**src/rtl/uart_rx_err.sv**
```systemverilog
module uart_rx_err #(
  parameter int DEPTH = 8,
  parameter int OSR   = 16
) (
  input  logic                       clk,
  input  logic                       rst_n,
  input  logic                       tick16,
  input  logic                       rxd,
  input  logic [1:0]                 cfg_len,
  input  logic                       cfg_par_en,
  input  logic                       cfg_par_odd,
  input  logic                       rd_en,
  output logic [7:0]                 rd_data,
  output logic [3:0]                 rd_stat,
  output logic [$clog2(DEPTH):0]     data_count,
  output logic                       exc_req,
  output logic                       tmo_req
);
  localparam int AW = $clog2(DEPTH);
  localparam int SW = $clog2(OSR);
  localparam int TW = $clog2(4 * OSR * 12 + 1);
  localparam logic [SW-1:0] MID  = SW'(OSR / 2 - 1);
  localparam logic [SW-1:0] LAST = SW'(OSR - 1);

  typedef enum logic [2:0] {S_IDLE, S_START, S_DATA, S_PAR, S_STOP, S_BRK} st_t;

  logic [1:0]    sync;
  logic          rx;
  st_t           st;
  logic [SW-1:0] scnt;
  logic [2:0]    bcnt;
  logic [7:0]    sh;
  logic          pbit;

  always_ff @(posedge clk or negedge rst_n)
    if (!rst_n) sync <= 2'b11;
    else        sync <= {sync[0], rxd};
  assign rx = sync[1];

  logic [3:0] shamt;
  logic [7:0] data_w;
  logic       zero_c, brk, frm, perr, push;

  assign shamt  = 4'd3 - {2'b00, cfg_len};
  assign data_w = sh >> shamt;
  assign zero_c = (data_w == 8'd0) && !(cfg_par_en && pbit);
  assign brk    = !rx && zero_c;
  assign frm    = !rx && !zero_c;
  assign perr   = cfg_par_en && ((^data_w ^ pbit) != cfg_par_odd);
  assign push   = tick16 && (st == S_STOP) && (scnt == LAST);

  always_ff @(posedge clk or negedge rst_n) begin
    if (!rst_n) begin
      st   <= S_IDLE;
      scnt <= '0;
      bcnt <= '0;
      sh   <= '0;
      pbit <= 1'b0;
    end else if (tick16) begin
      case (st)
        S_IDLE: if (!rx) begin st <= S_START; scnt <= '0; end
        S_START:
          if (scnt == MID) begin
            scnt <= '0;
            bcnt <= '0;
            pbit <= 1'b0;
            st   <= rx ? S_IDLE : S_DATA;
          end else scnt <= scnt + 1'b1;
        S_DATA:
          if (scnt == LAST) begin
            scnt <= '0;
            sh   <= {rx, sh[7:1]};
            if (bcnt == {1'b0, cfg_len} + 3'd4) st <= cfg_par_en ? S_PAR : S_STOP;
            else bcnt <= bcnt + 1'b1;
          end else scnt <= scnt + 1'b1;
        S_PAR:
          if (scnt == LAST) begin
            scnt <= '0;
            pbit <= rx;
            st   <= S_STOP;
          end else scnt <= scnt + 1'b1;
        S_STOP:
          if (scnt == LAST) begin
            scnt <= '0;
            st   <= brk ? S_BRK : S_IDLE;
          end else scnt <= scnt + 1'b1;
        S_BRK: if (rx) st <= S_IDLE;
        default: st <= S_IDLE;
      endcase
    end
  end

  logic [7:0]    dmem [DEPTH];
  logic [3:0]    smem [DEPTH];
  logic [AW-1:0] wp, rp;
  logic [AW:0]   cnt;
  logic          full, pop, wr;

  assign full = (cnt == (AW+1)'(DEPTH));
  assign pop  = rd_en && (cnt != '0);
  assign wr   = push && !full;

  always_ff @(posedge clk or negedge rst_n) begin
    if (!rst_n) begin
      wp  <= '0;
      rp  <= '0;
      cnt <= '0;
      for (int i = 0; i < DEPTH; i++) begin
        dmem[i] <= '0;
        smem[i] <= '0;
      end
    end else begin
      if (wr) begin
        dmem[wp] <= data_w;
        smem[wp] <= {1'b0, brk, frm, perr};
        wp       <= wp + 1'b1;
      end else if (push) begin
        smem[wp - 1'b1][3] <= 1'b1;
      end
      if (pop) rp <= rp + 1'b1;
      cnt <= cnt + (AW+1)'(wr) - (AW+1)'(pop);
    end
  end

  logic any_err;
  always_comb begin
    any_err = 1'b0;
    for (int i = 0; i < DEPTH; i++)
      if (((AW+1)'(i) < cnt) && (smem[rp + AW'(i)] != 4'd0)) any_err = 1'b1;
  end

  logic [3:0]    char_bits;
  logic [TW-1:0] tmo_thr, tmo_cnt;
  logic          tmo_arm;

  assign char_bits = 4'd7 + {2'b00, cfg_len} + {3'b000, cfg_par_en};
  assign tmo_thr   = TW'(char_bits) * TW'(4 * OSR);
  assign tmo_arm   = (st == S_IDLE) && (cnt != '0) && !any_err && !push && !pop;

  always_ff @(posedge clk or negedge rst_n)
    if (!rst_n)                                   tmo_cnt <= '0;
    else if (!tmo_arm)                            tmo_cnt <= '0;
    else if (tick16 && (tmo_cnt < tmo_thr))       tmo_cnt <= tmo_cnt + 1'b1;

  assign rd_data    = dmem[rp];
  assign rd_stat    = smem[rp];
  assign data_count = cnt;
  assign exc_req    = (cnt != '0) && (smem[rp] != 4'd0);
  assign tmo_req    = (tmo_cnt >= tmo_thr) && (cnt != '0) && !any_err;
endmodule

```
**config.mk**
```make
export PLATFORM = sky130hd
export DESIGN_NAME = uart_rx_err
export DESIGN_NICKNAME = d
export VERILOG_FILES = /design/src/rtl/uart_rx_err.sv
export SDC_FILE = /design/constraint.sdc
export NUM_CORES = 1
export LEC_CHECK = 0
export BUFFER_PORTS_ARGS = -buffer_cell sky130_fd_sc_hd__buf_2
export CAP_MARGIN = 20
export CORE_AREA = 4 4 178 180
export DETAILED_ROUTE_END_ITERATION = 8
export DIE_AREA = 0 0 182 184
export GPL_ROUTABILITY_DRIVEN = 0
export PLACE_DENSITY = 0.52
export SLEW_MARGIN = 25
export SYNTH_ARGS = -nofsm -noshare
export SYNTH_HDL_FRONTEND = slang
export SYNTH_SLANG_ARGS = --single-unit
```
**constraint.sdc**
```tcl
create_clock -name clk -period 3.4 [get_ports clk]
set_input_delay 0.85 -clock clk [delete_from_list [all_inputs] [get_ports clk]]
set_output_delay 0.85 -clock clk [all_outputs]
set_load 0.02 [all_outputs]
```
* Word-level counts from Yosys, hierarchy flattened
Index checks and enable logic that the tools add are counted.
Word-level totals: output and inout bits 18, register bits after elaboration 137, word-level logic and storage cells 223, bits of input ports 9
Cells by class: bitwise gates (word level) 12, shifts and indexed selects 1, equal/unequal tests 19, order comparisons 22, mux-type cells 69, reduce and logical (&&, ||, !) cells 56, add/sub/neg operators 18
Operators by type and width (number):
- 4-bit binary-select mux with 3-bit select | 8
- 4-bit two-way mux | 21
- 64-bit bitwise mux | 1
- 32-bit two-way mux | 2
- 4-bit greater-or-equal comparator, second input constant | 10
- 3-bit inverter with 4-bit output | 10
- 3-bit two-way mux | 12
- 4-bit nonzero test | 9
- 32-bit bitwise mux | 1
- 32-bit OR | 1
- 1-bit logical AND | 27
- 8-bit binary-select mux with 3-bit select | 1
- 4-bit demux with 3-bit select | 2
- 8-bit demux with 3-bit select | 1
- 8-bit two-way mux | 3
- 10-bit two-way mux | 2
- 3-bit case mux with 6 select lines | 1
- 3-bit by 4-bit < comparator with 1-bit output, first input constant | 4
- 2-bit != test, second input constant | 7
- 3-bit adder, second input constant | 4
- 4-bit case mux with 3 select lines | 1
- 10-bit by 1-bit adder with 10-bit output, second input constant | 1
- 10-bit greater-or-equal comparator | 1
- 10-bit < comparator | 1
- 37 further kinds | 66

* Logic depth before layout (Yosys ltp)
Gate-level depths: netlist of run 1.
depth after elaboration 19, mapped depth 12, depth with buffers taken out 11

* Worst setup path before layout of run 1
No wires, ideal clock.
path type input to output, start in cfg_len[0], end out tmo_req, buffers on the path 1, arrival time 3.008 ns, slack -0.458 ns, data required time 2.550 ns, cell stages on the path 9, cell sequence clkbuf_1 -> inv_1 -> ha_1 -> ha_1 -> ha_1 -> nand2b_1 -> a21oi_1 -> o311ai_0 -> nor3_1
Between the ends: longest elaborated chain between the ends 5
RTL lines:
- from (decl) | RTL line 9 | input logic [1:0] cfg_len,
- 3-bit by 2-bit adder with 4-bit output | RTL line 136 | assign char_bits = 4'd7 + {2'b00, cfg_len} + {3'b000, cfg_par_en};
- 4-bit by 1-bit adder with 4-bit output | RTL line 136
- 10-bit greater-or-equal comparator | RTL line 149 | assign tmo_req = (tmo_cnt >= tmo_thr) && (cnt != '0) && !any_err;
- 1-bit logical AND (2 in a row) | RTL line 149
- to (decl) | RTL line 17 | output logic tmo_req
No other way between the ends.

* Worst setup path in the final report of run 1
start reg smem[8] in the netlist's numbering, end out tmo_req
Between the ends: longest elaborated chain between the ends 15, elaborated cells on any way between the ends 50, those cells by class mux: 32; reduce/logical: 18
RTL lines:
- from (decl) | RTL line 94 | logic [3:0] smem [DEPTH];
- from (signal, indexed assignment) | RTL line 115 | smem[wp] <= {1'b0, brk, frm, perr};
- 4-bit binary-select mux with 3-bit select | RTL line 129 | if (((AW+1)'(i) < cnt) && (smem[rp + AW'(i)] != 4'd0)) any_err = 1'b1;
- 4-bit two-way mux (not written as such) (2 in a row) | RTL line 129
- 4-bit nonzero test | RTL line 129
- 1-bit logical AND | RTL line 129
- 1-bit two-way mux (7 in a row) | RTL line 129
- 1-bit two-way mux (*) | RTL line 129
- 1-bit logical NOT (*) | RTL line 149
- 1-bit logical AND (*) | RTL line 149
Every way passes the cells marked *; elsewhere a longest branch is shown, timed or not. The select of a mux whose other input is x is not followed.

==> results.ini, run 1 <==
[power_and_ir_drop]
leakage_nw = 4.11
p_per_area_nw_per_um2 = 655
ir_drop_mv = 0.271

[global_routing]
grt_first_pass_wirelength_um = 31200
grt_usage_pct = 11.8
antenna_found_initial = 0
grt-ovfl-total = 0
grt_pass1_vias = 5461
grt_max_degree = 68

[final_layout]
antenna_cells = 0
fin_util_pct = 30.0
synthToLayoutAreaGrowth_pct = 21.9
n_fill_cell = 3080
finalNetCount = 774
drive_gt1_share_pct = 29.9

[worst_setup_path]
critical_path_required_ns = 2.55
path_class = reg -> out
start_kind = flop
critPathCaptureType = output port
cp.arrival_ns = 2.82
crit_fanout = 3

[run_status]
status = complete, but fails checks
violations = negative setup slack

[logic_synthesis]
async_reset_ff_share_pct = 100
synth_xor_area_share_pct = 3.77
synth.area.mux_share_pct = 19.9
synth_top_cell_by_area = dfrtp_1
yosys.area_share.adder_pct = 4.48
syn-mean-instance-area_um2 = 11.1
synth_top_family_by_area = multiplexers
synth.ff_latch_count = 137
synthSimpleGateAreaFrac_pct = 13.1
synth_commonest_cells = dfrtp_1 (135), nand2_1 (76), mux2_2 (66)
syn_nets = 706
ys_types = 57
yosys_warnings = 0
ys.flop_type = dfrtp_1
synth_compound_area_share_pct = 9.18
ys_seq_area_share_pct = 46.2
synthCells = 671
netlist_area_um2 = 7430
synth_top_area_share_pct = 45.5
synth-edff-count = 0
synth_area_leaders = dfrtp_1 (45%), mux2_2 (10%), mux4_2 (6.4%)
synth_most_common_cell = dfrtp_1

[sta]
layout_setup_ws_ns = -0.272
rsz0062_at_grt = true
fmax_mhz = 272
max_slew_margin_pct = 36.7
whs_ns = 0.358
finClkSkew_ns = 0.0160
worst_slew_pin_slew_ns = 0.938
final_max_slew_viol_count = 0
setup_viol = 2
final.min_clock_period_ns = 3.67
fin_crit_sh_pct = 108
hold_viol_final = 0

[cts]
clk_latency_ns = 0.43
clk_path_buf_depth = 2
cts_buffers = 17
cts_hold_buffers = 0
cts_tree = done
clkTransAtPathRegs_ns = 0.07
cts_root_buffer = clkbuf_16
clkSinkCount = 137
cts-htree-levels = 4

[drt]
wl_per_cell_um = 16.6
ant_nets = 0
dr_total_vias = 5279
drt-pass1-iter-count = 4
viasPerCell = 4.60
drc = 0
dr.first_iter.drc_count = 306
wl_um = 19000

[floorplan]
ios = 27
die_w_um = 182
die-area_um2 = 33500
core_region_area_um2 = 30200
die_y_um = 184
rows = 64
start_util_pct = 24.6

[job]
maxCapViolations = 0

[placement]
dp_hpwl_um = 13000
io_buffers = 26

[min_path]
min_path_type = reg -> reg

through the flow:
| step | area, um2 | cells | TNS [ns] | setup slack, ns | power [W] |
|---|---|---|---|---|---|
| after floorplan | 7450 | 671 | 0 | 0.00125 | 0.00317 |
| after global placement | 8290 | 1104 | -0.101 | -0.101 | 0.00376 |
| after detailed placement | 8290 | 1104 | -0.0946 | -0.0946 | 0.00378 |
| after CTS | 8970 | 1140 | -0.440 | -0.234 | 0.00587 |
| after global routing | 9050 | 1148 | -0.581 | -0.372 | 0.00628 |
| final | 9050 | 1148 | -0.405 | -0.272 | 0.00592 |
layer usage:
| metal | GRT usage, % | up-vias | routed length, um |
|---|---|---|---|
| met1 | 16.6 | 2596 | 9350 |
| met5 | 0 | - | 0 |
| met4 | 3.57 | 0 | 281 |
| li1 | - | 2568 | - |
| met2 | 18.2 | 97 | 8560 |
| met3 | 2.55 | 18 | 829 |
power by group:
part	leakage [nW]	switching [W]	internal [W]
Clock	0.292	0.000754	0.00119
Sequential	1.87	0.000125	0.00172
Combinational	1.95	0.00115	0.000987
Total	4.11	0.00203	0.00389
cells by family after synthesis:
logic type / count (synthesis)
compound gates: 115
buf+inv: 63
mux: 100
simple gates: 198
flops: 137
fa+ha+maj: 26
xor+xnor: 32
placed cells by master, fill, tap and decap left out, types with 9 or more instances in the layout:
master and instances:
ha_1 25, buf_4 53, nand3_1 12, mux2_2 65, o21ai_0 56, xnor2_1 20, a21oi_1 17, nor2_1 32
nor3_1 21, nand2b_1 9, o22ai_1 9, xor2_1 12, clkbuf_16 17, dfrtp_1 134, buf_2 23, inv_1 31
mux4_2 27, nand2_1 75
flip-flops by register name (all words and copies together), names as in the netlist:
| register | count |
|---|---|
| st | 3 |
| sync | 2 |
| sh | 8 |
| wp | 3 |
| pbit | 1 |
| smem | 32 |
| data_count | 4 |
| scnt | 4 |
| bcnt | 3 |
| rp | 3 |
| tmo_cnt | 10 |
| dmem | 64 |
timing repair:
action | 4_1_cts | 5_1_grt
setup buffers | 3 | 8
resized for setup | 9 | 9
endpoints found under the setup margin | 2 | 2
pin swaps | 2 | 4
cloned | 1 | 0
final timing paths:
check                        start  depth (start not counted)  slack [ns]    endpoint
setup / recovery           smem[8]                          7       -0.27     tmo_req
hold reg to reg            sync[0]                          0        0.36     sync[1]
max in group asynchronous    rst_n                          2        2.23     sync[1]
hold / removal             sync[0]                          0        0.36     sync[1]
setup reg to reg             rp[0]                          8        0.52  tmo_cnt[9]
min in group asynchronous    rst_n                          1        0.41    dmem[43]
worst max-delay path, cell delays in order, from the launching register on:
cell and delay [ns]:
dfrtp_1 0.40, or4_4 0.55, mux4_2 0.48, or3_4 0.39, o2111ai_4 0.12, nand2_2 0.09
nor3_2 0.19, buf_4 0.17
area by class of cell:
type	count	area [um2]	area share, %
inverters	31	116	1.29
well taps	396	495	5.48
clock buffers	20	447	4.94
flip-flops and latches	137	3430	37.9
multi-input cells	471	3780	41.8
clock inverters	12	166	1.84
repair buffers	81	608	6.72
No activity file was read; power rests on OpenSTA's default activity.
==> run 2: changes to the inputs <==
--- a/config.mk
+++ b/config.mk
@@ -6,12 +6,12 @@
 export NUM_CORES = 1
 export LEC_CHECK = 0
 export BUFFER_PORTS_ARGS = -buffer_cell sky130_fd_sc_hd__buf_2
-export CAP_MARGIN = 20
 export CORE_AREA = 4 4 178 180
 export DETAILED_ROUTE_END_ITERATION = 8
 export DIE_AREA = 0 0 182 184
 export GPL_ROUTABILITY_DRIVEN = 0
 export PLACE_DENSITY = 0.52
+export RECOVER_POWER = 25
 export SLEW_MARGIN = 25
 export SYNTH_ARGS = -nofsm -noshare
 export SYNTH_HDL_FRONTEND = slang
==> run 2 against run 1 <==
  * The run ends with max-capacitance violations, max-slew violations, negative setup slack left
  * Hold slack about the same
  * First-iteration DRC count down 2.9%
  * Core utilization down 0.070 points
  * Via count up 0.53%
  * Clock skew up 0.0025 ns
  * Critical endpoint unchanged
  * Largest power group unchanged
==> results.ini, run 2 (synthesized netlist as in run 1, its figures left out) <==
[cts]
cts_tree = done  ; unchanged
cts_buffers = 17  ; unchanged
clkSinkCount = 137  ; unchanged
clk_latency_ns = 0.43  ; about the same
clkTransAtPathRegs_ns = 0.07  ; about the same
cts_root_buffer = clkbuf_16  ; unchanged
clk_path_buf_depth = 2  ; unchanged
cts_hold_buffers = 0  ; unchanged
cts-htree-levels = 4  ; unchanged

[sta]
setup_viol = 2  ; unchanged
layout_setup_ws_ns = -0.275  ; was -0.272 ns
final_max_slew_viol_count = 68  ; was 0
finClkSkew_ns = 0.0185  ; was 0.0160 ns
rsz0062_at_grt = true  ; unchanged
fin_crit_sh_pct = 108  ; about the same
worst_slew_pin_slew_ns = 1.71  ; was 0.938 ns
final.min_clock_period_ns = 3.67  ; about the same
fmax_mhz = 272  ; about the same
hold_viol_final = 0  ; unchanged
max_slew_margin_pct = -14.3  ; was 36.7%

[power_and_ir_drop]
ir_drop_mv = 0.273  ; was 0.271 mV
power_frac_seq_pct = 31.1  ; about the same
p_sw_share_pct = 34.4  ; was 34.3%
comb_power_share_pct = 36.2  ; was 36.1%
total_power_w = 0.00593  ; was 0.00592 W
p_per_area_nw_per_um2 = 657  ; was 655 nW/um2
clkPwrFrac_pct = 32.7  ; about the same
intPower_w = 0.00389  ; about the same
p_sw_w = 0.00204  ; was 0.00203 W
leakage_nw = 4.10  ; was 4.11 nW

[floorplan]
core_region_area_um2 = 30200  ; unchanged
ios = 27  ; unchanged
start_util_pct = 24.6  ; unchanged
die_w_um = 182  ; unchanged
rows = 64  ; unchanged
die_y_um = 184  ; unchanged
die-area_um2 = 33500  ; unchanged

[worst_setup_path]
crit_end = tmo_req  ; unchanged
critPathCaptureType = output port  ; unchanged
crit_fanout = 3  ; unchanged
cp.arrival_ns = 2.82  ; about the same
critical_path_required_ns = 2.55  ; about the same
path_class = reg -> out  ; unchanged
r2r_end = tmo_cnt[9]  ; unchanged
start_kind = flop  ; unchanged
critical_path.startpoint = smem[12]  ; was smem[8]
r2r_setup_slack_ns = 0.51  ; was 0.52 ns
reg2reg_depth = 8  ; unchanged
crit-reg2reg-launch = rp[0]  ; unchanged

[drt]
dr.first_iter.drc_count = 297  ; was 306
ant_nets = 0  ; unchanged
wl_um = 19100  ; was 19000 um
dr_total_vias = 5307  ; was 5279
wl_per_cell_um = 16.6  ; about the same
viasPerCell = 4.62  ; was 4.60
drt-pass1-iter-count = 5  ; was 4
drc = 0  ; unchanged

[final_layout]
finalNetCount = 774  ; unchanged
antenna_cells = 0  ; unchanged
synthToLayoutAreaGrowth_pct = 21.6  ; was 21.9%
largest_register_ffs = 64  ; unchanged
final_cell_mix = dfrtp_1 (134), nand2_1 (75), mux2_2 (65)  ; unchanged
final_common_cell = dfrtp_1  ; unchanged
largest_registers = dmem: 64 flops, smem: 32 flops, tmo_cnt: 10 flops  ; unchanged
drive_gt1_share_pct = 29.9  ; unchanged
regMostFlops = dmem  ; unchanged

[global_routing]
grt_first_pass_wirelength_um = 31200  ; unchanged
grt_usage_pct = 11.8  ; unchanged
grt_max_degree = 68  ; unchanged
grt-ovfl-total = 0  ; unchanged
antenna_found_initial = 0  ; unchanged
grt_pass1_vias = 5461  ; unchanged

[run_status]
status = complete, but fails checks  ; unchanged
violations = max-capacitance violations, max-slew violations, negative setup slack  ; was negative setup slack

[job]
maxCapViolations = 1  ; was 0

[placement]
dp_hpwl_um = 13000  ; unchanged
io_buffers = 26  ; unchanged
dp_slack_ns = -0.0946  ; unchanged

[min_path]
min_path_type = reg -> reg  ; unchanged

## run 2: cell count changes in the layout (fill, tap and decap cells not counted), sizes merged
| cell | before | now |
|---|---|---|
| buf | 80 | 79 |
| clkbuf | 20 | 21 |
## run 2: worst max-delay path: stages (launching register included)
cell       delay (ns)
dfrtp_1          0.39
or4_4            0.56
mux4_2           0.49
or3_4            0.39
o2111ai_4        0.12
nand2_2          0.09
nor3_2           0.19
buf_4            0.17
## run 2: per-layer routing
metal | up-vias | GRT usage, % | wire length, um
li1 | 2569 | - | -
met1 | 2648 | 16.6 | 9630
met2 | 79 | 18.2 | 8640
met3 | 11 | 2.55 | 616
met4 | 0 | 3.57 | 199
met5 | - | 0 | 0
## run 2: power groups by stage
stage	sequential, W	clock [W]	combinational, W
4_1_cts	0.00184	0.00199	0.00204
3_3_place_gp	0.00187	0	0.00190
2_1_floorplan	0.00185	0	0.00132
5_1_grt	0.00186	0.00207	0.00235
6_report	0.00184	0.00194	0.00215
3_5_place_dp	0.00187	0	0.00191
## run 2: layout make-up
cell class	instances	area, um2
clock inverters	12	166
multi-input cells	471	3780
well taps	396	495
inverters	31	116
fillers	3084	21200
clock buffers	20	447
flip-flops and latches	137	3430
repair buffers	81	587
## run 2: repair_timing
action                     in CTS  in global routing
resized for setup               9                  9
gates cloned                    1                  0
setup endpoints to repair       2                  2
pin swaps                       2                  4
buffers inserted                3                  8
## run 2: how the worst min path moves through the flow
| stage | start | endpoint | slack, ns | depth (start not counted) |
|---|---|---|---|---|
| after global placement | sync[0] | sync[1] | 0.35 | 0 |
| after floorplan | sync[0] | sync[1] | 0.35 | 0 |
| after CTS | sync[0] | sync[1] | 0.36 | 0 |
| after global routing | sync[0] | sync[1] | 0.36 | 0 |
| after detailed placement | sync[0] | sync[1] | 0.35 | 0 |
| final | sync[0] | sync[1] | 0.36 | 0 |
## run 2: per-stage QoR
step	cells	utilization, %	area, um2	TNS (ns)	hold slack [ns]
5_1_grt	1148	29.9	9030	-3.40	0.360
6_report	1148	29.9	9030	-0.410	0.358
4_1_cts	1140	29.7	8970	-0.440	0.359
3_5_place_dp	1104	27.5	8290	-0.0946	0.349
2_1_floorplan	671	-	7450	0	0.345
3_3_place_gp	1104	27.5	8290	-0.101	0.347
